==> src/rtl/gpio_port_pkg.sv <==
package gpio_port_pkg;

    localparam int WORD_W  = 32;
    localparam int GROUP_W = 8;

    localparam logic [31:0] OFS_OUT   = 32'h00;
    localparam logic [31:0] OFS_DIR   = 32'h04;
    localparam logic [31:0] OFS_BLINK = 32'h08;
    localparam logic [31:0] OFS_POL   = 32'h0C;
    localparam logic [31:0] OFS_DIN   = 32'h10;
    localparam logic [31:0] OFS_CAUSE = 32'h14;
    localparam logic [31:0] OFS_EMASK = 32'h18;
    localparam logic [31:0] OFS_LMASK = 32'h1C;

    typedef enum logic [3:0] {
        SEL_NONE, SEL_OUT, SEL_DIR, SEL_BLINK, SEL_POL,
        SEL_DIN, SEL_CAUSE, SEL_EMASK, SEL_LMASK
    } reg_sel_e;

    typedef struct packed {
        logic [WORD_W-1:0] lvl_mask;
        logic [WORD_W-1:0] edge_mask;
        logic [WORD_W-1:0] pol;
        logic [WORD_W-1:0] blink;
        logic [WORD_W-1:0] dir;
        logic [WORD_W-1:0] out;
    } ctrl_regs_t;

    function automatic reg_sel_e decode_addr(input logic [31:0] a, input logic [31:0] mofs);
        reg_sel_e s;
        s = SEL_NONE;
        if      (a == OFS_OUT)          s = SEL_OUT;
        else if (a == OFS_DIR)          s = SEL_DIR;
        else if (a == OFS_BLINK)        s = SEL_BLINK;
        else if (a == OFS_POL)          s = SEL_POL;
        else if (a == OFS_DIN)          s = SEL_DIN;
        else if (a == OFS_CAUSE)        s = SEL_CAUSE;
        else if (a == OFS_EMASK + mofs) s = SEL_EMASK;
        else if (a == OFS_LMASK + mofs) s = SEL_LMASK;
        return s;
    endfunction

    function automatic logic [31:0] pin_mask(input int n);
        if (n >= 32) return '1;
        return (32'h1 << n) - 32'h1;
    endfunction

endpackage

==> src/rtl/gpio_regs.sv <==
module gpio_regs
    import gpio_port_pkg::*;
#(
    parameter int NPINS    = 32,
    parameter int AW       = 8,
    parameter int MASK_OFS = 0
) (
    input  logic              clk,
    input  logic              rst,
    input  logic [AW-1:0]     bus_addr,
    input  logic              bus_we,
    input  logic [31:0]       bus_wdata,
    input  logic [31:0]       din,
    input  logic [31:0]       cause,
    output ctrl_regs_t        regs,
    output logic              cause_wr,
    output logic [31:0]       bus_rdata
);
    localparam logic [31:0] PMASK = pin_mask(NPINS);

    reg_sel_e sel;
    assign sel      = decode_addr(32'(bus_addr), 32'(MASK_OFS));
    assign cause_wr = bus_we && (sel == SEL_CAUSE);

    always_ff @(posedge clk) begin
        if (rst) begin
            regs.out       <= '0;
            regs.dir       <= PMASK;
            regs.blink     <= '0;
            regs.pol       <= '0;
            regs.edge_mask <= '0;
            regs.lvl_mask  <= '0;
        end else if (bus_we) begin
            case (sel)
                SEL_OUT:   regs.out       <= bus_wdata & PMASK;
                SEL_DIR:   regs.dir       <= bus_wdata & PMASK;
                SEL_BLINK: regs.blink     <= bus_wdata & PMASK;
                SEL_POL:   regs.pol       <= bus_wdata & PMASK;
                SEL_EMASK: regs.edge_mask <= bus_wdata & PMASK;
                SEL_LMASK: regs.lvl_mask  <= bus_wdata & PMASK;
                default: ;
            endcase
        end
    end

    always_comb begin
        case (sel)
            SEL_OUT:   bus_rdata = regs.out;
            SEL_DIR:   bus_rdata = regs.dir;
            SEL_BLINK: bus_rdata = regs.blink;
            SEL_POL:   bus_rdata = regs.pol;
            SEL_DIN:   bus_rdata = din;
            SEL_CAUSE: bus_rdata = cause;
            SEL_EMASK: bus_rdata = regs.edge_mask;
            SEL_LMASK: bus_rdata = regs.lvl_mask;
            default:   bus_rdata = '0;
        endcase
    end


    din_readonly_chk: assert property (@(posedge clk) disable iff (rst)
        (bus_we && sel == SEL_DIN) |=> $stable(regs));

endmodule

==> src/rtl/gpio_insync.sv <==
module gpio_insync
    import gpio_port_pkg::*;
#(
    parameter int NPINS = 32
) (
    input  logic             clk,
    input  logic             rst,
    input  logic [NPINS-1:0] pad_in,
    input  logic [31:0]      pol,
    input  logic             cause_wr,
    input  logic [31:0]      cause_keep,
    output logic [31:0]      din,
    output logic [31:0]      cause
);
    logic [31:0] synced;
    logic [31:0] prev_q;
    logic [31:0] rise;

    for (genvar i = 0; i < WORD_W; i++) begin : g_pin
        if (i < NPINS) begin : g_live
            logic s1, s2;
            always_ff @(posedge clk) begin
                if (rst) begin
                    s1 <= 1'b0;
                    s2 <= 1'b0;
                end else begin
                    s1 <= pad_in[i];
                    s2 <= s1;
                end
            end
            assign synced[i] = s2;
        end else begin : g_tie
            assign synced[i] = 1'b0;
        end
    end

    assign din  = synced ^ pol;
    assign rise = din & ~prev_q;

    always_ff @(posedge clk) begin
        if (rst) begin
            prev_q <= '0;
            cause  <= '0;
        end else begin
            prev_q <= din;
            cause  <= (cause_wr ? (cause & cause_keep) : cause) | rise;
        end
    end


    edge_src_chk: assert property (@(posedge clk) disable iff (rst)
        (cause & ~$past(cause) & ~$past(rise)) == '0);


    set_wins_chk: assert property (@(posedge clk) disable iff (rst)
        (|rise) |=> ((cause & $past(rise)) == $past(rise)));

endmodule

==> src/rtl/gpio_blink.sv <==
module gpio_blink #(
    parameter int BLINK_HALF = 12_500_000
) (
    input  logic clk,
    input  logic rst,
    output logic phase
);
    localparam int CW = $clog2(BLINK_HALF + 1);
    localparam logic [CW-1:0] LAST = CW'(BLINK_HALF - 1);

    logic [CW-1:0] cnt;

    always_ff @(posedge clk) begin
        if (rst) begin
            cnt   <= '0;
            phase <= 1'b0;
        end else if (cnt == LAST) begin
            cnt   <= '0;
            phase <= ~phase;
        end else begin
            cnt   <= cnt + 1'b1;
        end
    end


    blink_rate_chk: assert property (@(posedge clk) disable iff (rst)
        (phase != $past(phase)) |-> ($past(cnt) == LAST));

endmodule

==> src/rtl/gpio_irq_merge.sv <==
module gpio_irq_merge
    import gpio_port_pkg::*;
#(
    parameter int NIRQ = 4
) (
    input  logic            clk,
    input  logic            rst,
    input  logic [31:0]     src,
    output logic [NIRQ-1:0] irq
);
    for (genvar g = 0; g < NIRQ; g++) begin : g_grp
        assign irq[g] = |src[g*GROUP_W +: GROUP_W];
    end


    irq_any_chk: assert property (@(posedge clk) disable iff (rst)
        (irq != '0) == (src[NIRQ*GROUP_W-1:0] != '0));

endmodule

==> src/rtl/gpio_irq_port.sv <==
module gpio_irq_port
    import gpio_port_pkg::*;
#(
    parameter int NPINS      = 32,
    parameter int AW         = 8,
    parameter int MASK_OFS   = 0,
    parameter int BLINK_HALF = 12_500_000,
    localparam int NIRQ      = (NPINS + GROUP_W - 1) / GROUP_W
) (
    input  logic             clk,
    input  logic             rst,
    input  logic [AW-1:0]    bus_addr,
    input  logic             bus_we,
    input  logic [31:0]      bus_wdata,
    output logic [31:0]      bus_rdata,
    input  logic [NPINS-1:0] pad_in,
    output logic [NPINS-1:0] pad_out,
    output logic [NPINS-1:0] pad_oe,
    output logic [NIRQ-1:0]  irq
);
    ctrl_regs_t  regs;
    logic        cause_wr;
    logic [31:0] din, cause, irq_src, drive_w;
    logic        phase;

    gpio_regs #(.NPINS(NPINS), .AW(AW), .MASK_OFS(MASK_OFS)) u_regs (
        .clk(clk), .rst(rst), .bus_addr(bus_addr), .bus_we(bus_we),
        .bus_wdata(bus_wdata), .din(din), .cause(cause), .regs(regs),
        .cause_wr(cause_wr), .bus_rdata(bus_rdata)
    );

    gpio_insync #(.NPINS(NPINS)) u_sync (
        .clk(clk), .rst(rst), .pad_in(pad_in), .pol(regs.pol),
        .cause_wr(cause_wr), .cause_keep(bus_wdata), .din(din), .cause(cause)
    );

    gpio_blink #(.BLINK_HALF(BLINK_HALF)) u_blink (
        .clk(clk), .rst(rst), .phase(phase)
    );

    assign irq_src = (din & regs.lvl_mask) | (cause & regs.edge_mask);

    gpio_irq_merge #(.NIRQ(NIRQ)) u_merge (
        .clk(clk), .rst(rst), .src(irq_src), .irq(irq)
    );

    assign drive_w = (regs.blink & {32{phase}}) | (regs.out & ~regs.blink);
    assign pad_out = drive_w[NPINS-1:0];
    assign pad_oe  = ~regs.dir[NPINS-1:0];


    reset_state_chk: assert property (@(posedge clk) disable iff (rst)
        $past(rst) |-> (pad_oe == '0 && irq == '0));


    dir_write_chk: assert property (@(posedge clk) disable iff (rst)
        (bus_we && bus_addr == OFS_DIR[AW-1:0]) |=> (pad_oe == ~NPINS'($past(bus_wdata))));

endmodule

==> config.mk <==
export PLATFORM = sky130hd
export DESIGN_NAME = gpio_irq_port
export DESIGN_NICKNAME = d
export VERILOG_FILES = /design/src/rtl/gpio_port_pkg.sv /design/src/rtl/gpio_regs.sv /design/src/rtl/gpio_insync.sv /design/src/rtl/gpio_blink.sv /design/src/rtl/gpio_irq_merge.sv /design/src/rtl/gpio_irq_port.sv
export SDC_FILE = /design/constraint.sdc
export NUM_CORES = 1
export LEC_CHECK = 0
export ABC_AREA = 1
export BUFFER_PORTS_ARGS = -buffer_cell sky130_fd_sc_hd__buf_2
export CAP_MARGIN = 10
export CORE_ASPECT_RATIO = 1.4
export CORE_UTILIZATION = 30
export DETAILED_ROUTE_END_ITERATION = 16
export SETUP_SLACK_MARGIN = 0.02
export SKIP_CTS_REPAIR_TIMING = 1
export SLEW_MARGIN = 20
export SYNTH_ARGS = -nofsm -noshare
export SYNTH_HDL_FRONTEND = slang
export SYNTH_SLANG_ARGS = --single-unit
==> constraint.sdc <==
create_clock -name clk -period 2 [get_ports clk]
set_input_delay 0.1 -clock clk [delete_from_list [all_inputs] [get_ports clk]]
set_output_delay 0.1 -clock clk [all_outputs]
set_load 0.03 [all_outputs]
==> results of run 1 <==
[worst max-delay path by stage]
stage | endpoint | cells after the start | from | slack (ps)
5_1_grt | bus_rdata[0] | 8 | u_regs.regs[96]$_SDFFE_PP0P_ | -30
2_1_floorplan | u_blink.cnt[11]$_SDFF_PP0_ | 9 | u_blink.cnt[0]$_SDFF_PP0_ | 370
3_5_place_dp | bus_rdata[18] | 10 | bus_addr[7] | 90
6_report | irq[0] | 6 | u_regs.regs[100]$_SDFFE_PP0P_ | 60
4_1_cts | bus_rdata[0] | 8 | u_regs.regs[96]$_SDFFE_PP0P_ | -120
3_3_place_gp | bus_rdata[18] | 10 | bus_addr[7] | 120
[kinds of logic (layout without fill, tap and decap cells)]
group / count (synthesis) / in the layout
AND/OR/NAND/NOR: 920 / 920
buffers and inverters: 518 / 767
AO/OA/AOI/OAI: 464 / 464
flip-flops: 345 / 345
XOR/XNOR: 7 / 7
adder cells (fa/ha/maj): 1 / 1
[cell type report]
type	instances	area [um^2]	area share
clock buffers	53	1060	0.0537
clock inverters	8	75.1	0.00382
inverters	401	1510	0.0767
multi-input cells	1392	6710	0.342
flip-flops and latches	345	6940	0.353
well taps	650	813	0.0414
repair buffers	305	2550	0.130
[flip-flops by register name, indices dropped and copies added, names as in the netlist]
name and flops:
u_sync.prev_q 32, u_blink.phase 1, u_sync.cause 32, u_sync.g_pin.g_live.s1 32, u_blink.cnt 24, u_sync.g_pin.g_live.s2 32
u_regs.regs 192
[layout by cell type, fill, tap and decap left out, types with 26 or more instances in the layout]
cell type | synthesis | final
o21ai_1 | 41 | 41
buf_4 | 15 | 42
dlygate4sd3_1 | 0 | 64
nor2_1 | 203 | 197
nand4_1 | 76 | 76
o21ai_0 | 194 | 194
nand3_1 | 52 | 51
clkbuf_16 | 0 | 38
o22ai_1 | 46 | 43
dfxtp_1 | 345 | 318
buf_2 | 26 | 142
nand2_1 | 521 | 489
a21oi_1 | 144 | 142
dfxtp_2 | 0 | 26
buf_12 | 0 | 26
o211ai_1 | 32 | 32
buf_6 | 4 | 30
inv_1 | 384 | 377
[power by group]
group | leakage [nW] | total [mW] | internal, mW | switching, mW
combinational | 5.27 | 0.802 | 0.326 | 0.476
sequential | 2.82 | 7.07 | 7.00 | 0.0663
clock | 0.555 | 6.57 | 3.79 | 2.78
[per-layer routing]
metal	up-vias	share of wire
met5	-	0.00025
met4	2	0.043
met3	119	0.054
met2	491	0.50
met1	6976	0.40
li1	7560	-
[worst reg2reg max path, stage by stage (launching register included)]
cell and delay [ps]:
dfxtp_1 410, nand2_1 100, nor2_1 240, inv_1 110
nor3b_2 260, nand2_1 80, nand2_1 110, buf_12 180
nor2_1 70
[metrics by stage]
stage	setup WS, ps	util	hold slack [ps]	area [um^2]	TNS (ps)
final	58.3	0.386	9.34	19700	0
after global routing	-28.4	0.386	30.2	19700	-65.7
after CTS	-120	0.362	-244	18400	-794
after detailed placement	90.4	0.340	307	17300	0
after global placement	119	0.340	301	17300	0
after floorplan	371	-	207	15400	0
==> metrics.md, run 1 <==
| Metric | Value |
|---|---|
| Outcome | `complete, but fails checks` |
| Violated checks | `DRC` |
| Leak | `8.64 nW` |
| Diodes inserted | `0` |
| Fin cells | `3154` |
| P&R area growth vs syn | `27.4%` |
| Yosys Warn Count | `0` |
| Clock slew at reported path FFs | `60 ps` |
| GRT busiest layer | `met2` |
| EDFF count, synth | `0` |
| Final Cycle Share | `0.971` |
| Core area | `50900 um^2` |
| RR Endpoint | `u_blink.cnt[13]$_SDFF_PP0_` |
| Gr ovfl total | `0` |
| Max IR drop VDD | `0.501 mV` |
| Reg2Reg Depth | `8` |
| Inst Count DP | `3013` |
| Worst path required time | `1900 ps` |
| Initial antenna violation count | `1` |
| Kind of end point of the critical path | `primary output` |
| Die area | `52400 um^2` |
| Power density over cell area | `734 nW/um^2` |
| Synth cell types | `35` |
| Clock sink total | `345` |
| Routed wire length | `52800 um` |
| Max incr delay on CP | `330 ps` |
| Unrepaired setup endpoints after global routing | `yes` |
| Iter 0 DRT Violations | `1184` |
| Mapped Area | `15400 um^2` |
| Synth area leaders | `dfxtp_1, nand2_1, inv_1, o21ai_0, nor2_1` |
| Die Y | `270 um` |
| Synth Register Bits | `345` |
| Share of cells above drive strength 1 | `0.174` |
| Port bufs | `174` |
| Fin nets | `2557` |
| Worst skew pair latency | `530 ps` |
| CP Data Arrival Time | `1840 ps` |
| Hold Path Depth | `3` |
| Worst-Margin Slew | `671 ps` |
| Number of cell rows | `98` |
| Post-synth top area cell | `dfxtp_1` |
| Pwr Total | `14.4 mW` |
| Critical path cell sequence | `or2_2 > nand2_2 > o22ai_1 > nor2_1 > nand3_1 > buf_6` |
| Sequential-to-total area share from yosys stat | `0.448` |
| Syn Inst Count | `2255` |
| Met2 Use GR | `0.355` |
| Synth top cells by count | `nand2_1, inv_1, dfxtp_1` |
| Hold Startpoint | `bus_we` |
| Relative slew slack | `0.548` |
| Worst Skew | `9.76 ps` |
| # DRC | `1` |
| Inserted Clock Buffers | `36` |
| All-Layer GR Usage | `0.195` |
| WP buf/inv | `1` |
| Mux cell area share after synthesis | `0` |
| Post-route antenna net violation count | `0` |
| Ys flop type | `dfxtp_1` |
| Via density per instance | `4.80` |
| Main combinational cell family by area after synthesis | `simple AND/OR/NAND/NOR gates` |
| XOR/XNOR Fraction of Synth Area | `0.00397` |
| Crit path kind | `flop to primary output` |
| HP Class | `primary input to flop` |
| Synth Area in Simple Gates | `0.253` |
| Crit-path max FO | `4` |
| Routed length per placed instance | `16.7 um` |
| Hold Path Sink | `u_regs.regs[189]$_SDFFE_PP0P_` |
| Critical Path Slowest Stage Cell | `dfxtp_1` |
| Fill count | `5357` |
| Hpwl dp | `35800 um` |
| Max Cap Viol | `0` |
| Asr flop ratio synth | `0` |
| Final worst path period need | `1940 ps` |
| Htree depth | `2` |
| Max clock buf depth | `3` |
| FF-to-FF setup slack | `340 ps` |
| Synth top area share | `0.448` |
| Critical path startpoint category | `flop` |
| Slew Viols, Final | `0` |
| Placer Congestion | `0.839` |
| M1 GR Usage | `0.223` |
| FMAX | `0.515 GHz` |
| Most numerous cell in the Yosys netlist | `nand2_1` |
| Worst r2r src | `u_blink.cnt[10]$_SDFF_PP0_` |
| Die width | `194 um` |
| CP delay by family, top | `simple AND/OR/NAND/NOR gates` |
| Synth Area in Compound Gates | `0.161` |
| CTS tree | `built` |
| Post-Syn Area per Cell | `6.84 um^2` |
| Post-Syn Nets | `2331` |
| Final setup fails | `0` |
| Grt met3 use | `0.0276` |
| Initial Util | `0.303` |
| Adder-cell share of the synthesized area | `0.000811` |
| Via count | `15.1k` |
| I/O Pins | `175` |
| Vias in the first global route | `14.3k` |
| Largest net degree at the start of global routing | `133` |
| Pre-antenna DRT Iters | `11` |
| Hold Vio Cnt, Final | `0` |
| CTS Root Cell | `clkbuf_16` |
| First-pass GRT wire length | `79800 um` |
Power figures use the tool's default switching activity.
==> inputs of run 2 (changes only) <==
SLEW_MARGIN = default   (was 20)
SYNTH_HIERARCHICAL = 1   (was default)
==> run 2 against run 1 <==
Against the previous run:
- the flow now finishes without violations
- global-route usage fell by 0.61 points
- sequential share of layout area fell by 2.3 points
- die area rose by 11%
- flip-flop and latch count did not move
- synthesized cell count rose by 21%
- wire length rose by 5.2%
- non-clock buffer count fell by 10
- design area rose by 6.6%
- largest power group is now the clock network
==> metrics.md, run 2 <==
| Metric | Value |
|---|---|
| Outcome | `finished, final reports clean (was complete, but fails checks)` |
| Fin nets | `2977 (was 2557)` |
| Vias in the first global route | `15.8k (was 14.3k)` |
| Synth Register Bits | `345 (unchanged)` |
| Port bufs | `174 (unchanged)` |
| Hold Vio Cnt, Final | `0 (unchanged)` |
| Sequential-to-total area share from yosys stat | `0.404 (was 0.448)` |
| Hpwl dp | `35600 um (was 35800 um)` |
| CTS tree | `built (unchanged)` |
| Worst path required time | `1900 ps (about the same)` |
| Post-Syn Area per Cell | `6.28 um^2 (was 6.84 um^2)` |
| Routed length per placed instance | `15.2 um (was 16.7 um)` |
| Pre-antenna DRT Iters | `5 (was 11)` |
| Ys flop type | `dfxtp_1 (unchanged)` |
| Critical path startpoint category | `flop (unchanged)` |
| Post-Syn Nets | `2799 (was 2331)` |
| Power density over cell area | `733 nW/um^2 (was 734 nW/um^2)` |
| Commonest non-fill, non-tap cells in the layout | `nand2_1, nand3_1, inv_1 (was nand2_1, inv_1, dfxtp_1)` |
| Largest net degree at the start of global routing | `87 (was 133)` |
| Post-synth top area cell | `dfxtp_1 (unchanged)` |
| Gr ovfl total | `0 (unchanged)` |
| Worst skew pair latency | `540 ps (was 530 ps)` |
| All-Layer GR Usage | `0.189 (was 0.195)` |
| Initial antenna violation count | `0 (was 1)` |
| I/O Pins | `175 (unchanged)` |
| Mapped Area | `17100 um^2 (was 15400 um^2)` |
| Initial Util | `0.304 (was 0.303)` |
| Kind of end point of the critical path | `primary output (unchanged)` |
| Asr flop ratio synth | `0 (unchanged)` |
| Max reg flops | `192 (unchanged)` |
| Via count | `17.2k (was 15.1k)` |
| Synth cell types | `29 (was 35)` |
| Iter 0 DRT Violations | `993 (was 1184)` |
| Htree depth | `2 (unchanged)` |
| Die area | `58000 um^2 (was 52400 um^2)` |
| Number of cell rows | `103 (was 98)` |
| Largest Register | `u_regs/regs (was u_regs.regs)` |
| Share of cells above drive strength 1 | `0.117 (was 0.174)` |
| Leak | `10.3 nW (was 8.64 nW)` |
| Clock slew at reported path FFs | `60 ps (about the same)` |
| Final worst path period need | `1860 ps (was 1940 ps)` |
| # DRC | `0 (was 1)` |
| Die Y | `285 um (was 270 um)` |
| Core area | `56300 um^2 (was 50900 um^2)` |
| Crit path kind | `flop to primary output (unchanged)` |
| Worst-Margin Slew | `849 ps (was 671 ps)` |
| Die width | `204 um (was 194 um)` |
| Syn Inst Count | `2723 (was 2255)` |
| Max clock buf depth | `3 (unchanged)` |
| CTS Root Cell | `clkbuf_16 (unchanged)` |
| Max IR drop VDD | `0.617 mV (was 0.501 mV)` |
| Via density per instance | `4.69 (was 4.80)` |
| P&R area growth vs syn | `22.5% (was 27.4%)` |
| Fill count | `6056 (was 5357)` |
| Diodes inserted | `0 (unchanged)` |
| Final WS setup | `142 ps (was 58.3 ps)` |
| FMAX | `0.538 GHz (was 0.515 GHz)` |
| Synth area leaders | `dfxtp_1, nand2_1, nand3_1, inv_1, nor2_1 (was dfxtp_1, nand2_1, inv_1, o21ai_0, nor2_1)` |
| Crit-path max FO | `4 (unchanged)` |
| Clock sink total | `345 (unchanged)` |
| Dpl ws | `296 ps (was 90.4 ps)` |
| Final setup fails | `0 (unchanged)` |
| Post-route antenna net violation count | `0 (unchanged)` |
| Final Cycle Share | `0.929 (was 0.971)` |
| Reg2Reg Depth | `6 (was 8)` |
| Synth top cells by count | `nand2_1, nand3_1, inv_1 (was nand2_1, inv_1, dfxtp_1)` |
| Commonest non-fill, non-tap cell in the layout | `nand2_1 (unchanged)` |
| Max Cap Viol | `0 (unchanged)` |
| Routed wire length | `55500 um (was 52800 um)` |
| Unrepaired setup endpoints after global routing | `no (was yes)` |
| Pwr Total | `15.4 mW (was 14.4 mW)` |
| HP Class | `primary input to flop (unchanged)` |
| First-pass GRT wire length | `86900 um (was 79800 um)` |
| Hold Path Depth | `4 (was 3)` |
| Synth top area share | `0.404 (was 0.448)` |
| Most numerous cell in the Yosys netlist | `nand2_1 (unchanged)` |
| Slew Viols, Final | `0 (unchanged)` |
| Relative slew slack | `0.434 (was 0.548)` |
| CP Data Arrival Time | `1760 ps (was 1840 ps)` |
| Worst Skew | `9.71 ps (was 9.76 ps)` |
| Yosys Warn Count | `6 (was 0)` |
| EDFF count, synth | `0 (unchanged)` |
| Inserted Clock Buffers | `38 (was 36)` |
| Placer Congestion | `0.854 (was 0.839)` |
-- run 2: changes by cell type after synthesis, moves of 15 or more --
cell,delta
buf_2,+59
nand2_1,+335
o22ai_1,-46
or2_2,-32
nor2_1,+146
a21oi_1,-41
nand3_1,+338
o21ai_0,-190
inv_2,-15
o21ai_1,-41
o211ai_1,-32
nor3_1,-15
nand4_1,+23
clkbuf_1,-30
-- run 2: critical path, stage by stage (launching register included) --
cell,delay (ps)
dfxtp_1,360
nand2_1,80
nand2_1,90
inv_1,60
nand2_1,60
nand2_1,50
inv_1,40
nand2_1,70
nor2_1,130
nand2_2,120
buf_6,160
-- run 2: cell families after synthesis --
family / synth area share
buffers and inverters: 0.133
AO/OA/AOI/OAI: 0.0317
AND/OR/NAND/NOR: 0.426
flip-flops: 0.404
adder cells (fa/ha/maj): 0.000731
XOR/XNOR: 0.00512
-- run 2: path summary, 6_finish.rpt --
| kind | endpoint | slack [ps] | from |
|---|---|---|---|
| max | irq[3] | 140 | u_regs/regs[125]$_SDFFE_PP0P_ |
| min | u_regs/regs[74]$_SDFFE_PP0P_ | 160 | bus_we |
| max reg2reg | u_blink/cnt[14]$_SDFF_PP0_ | 370 | u_blink/cnt[0]$_SDFF_PP0_ |
| min reg2reg | u_sync/g_pin[4].g_live.s2$_SDFF_PP0_ | 400 | u_sync/g_pin[4].g_live.s1$_SDFF_PP0_ |
-- run 2: cell type report --
class,instances,area (um^2),share of cell area
tap,735,920,0.0439
clock buffer,56,1170,0.0559
inverter,385,1450,0.0692
sequential,345,6930,0.331
clock inverter,9,126,0.00603
multi-input combinational,1836,8020,0.383
timing repair buffer,295,2340,0.112
-- run 2: report_power, final --
group	internal, mW	switching [mW]	total [mW]
logic	0.318	0.631	0.949
clock network	4.43	2.91	7.34
registers	7.00	0.0680	7.07
-- run 2: layer usage --
metal  track usage  up-vias  share of wire
li1              -     8765              -
met1         0.234     7872           0.43
met3        0.0237      108          0.049
met4        0.0727        0          0.033
met2         0.327      422           0.49
met5             0        -              0
-- run 2: stage by stage --
| step | instances | hold WS (ps) | instance area, um^2 | util | setup TNS (ps) |
|---|---|---|---|---|---|
| after floorplan | 2723 | 207 | 17100 | - | 0 |
| after global placement | 3529 | 304 | 18900 | 0.336 | 0 |
| after detailed placement | 3529 | 307 | 18900 | 0.336 | 0 |
| after CTS | 3594 | -262 | 20200 | 0.359 | -94.6 |
| after global routing | 3661 | 166 | 21000 | 0.372 | 0 |
| final | 3661 | 159 | 21000 | 0.372 | 0 |
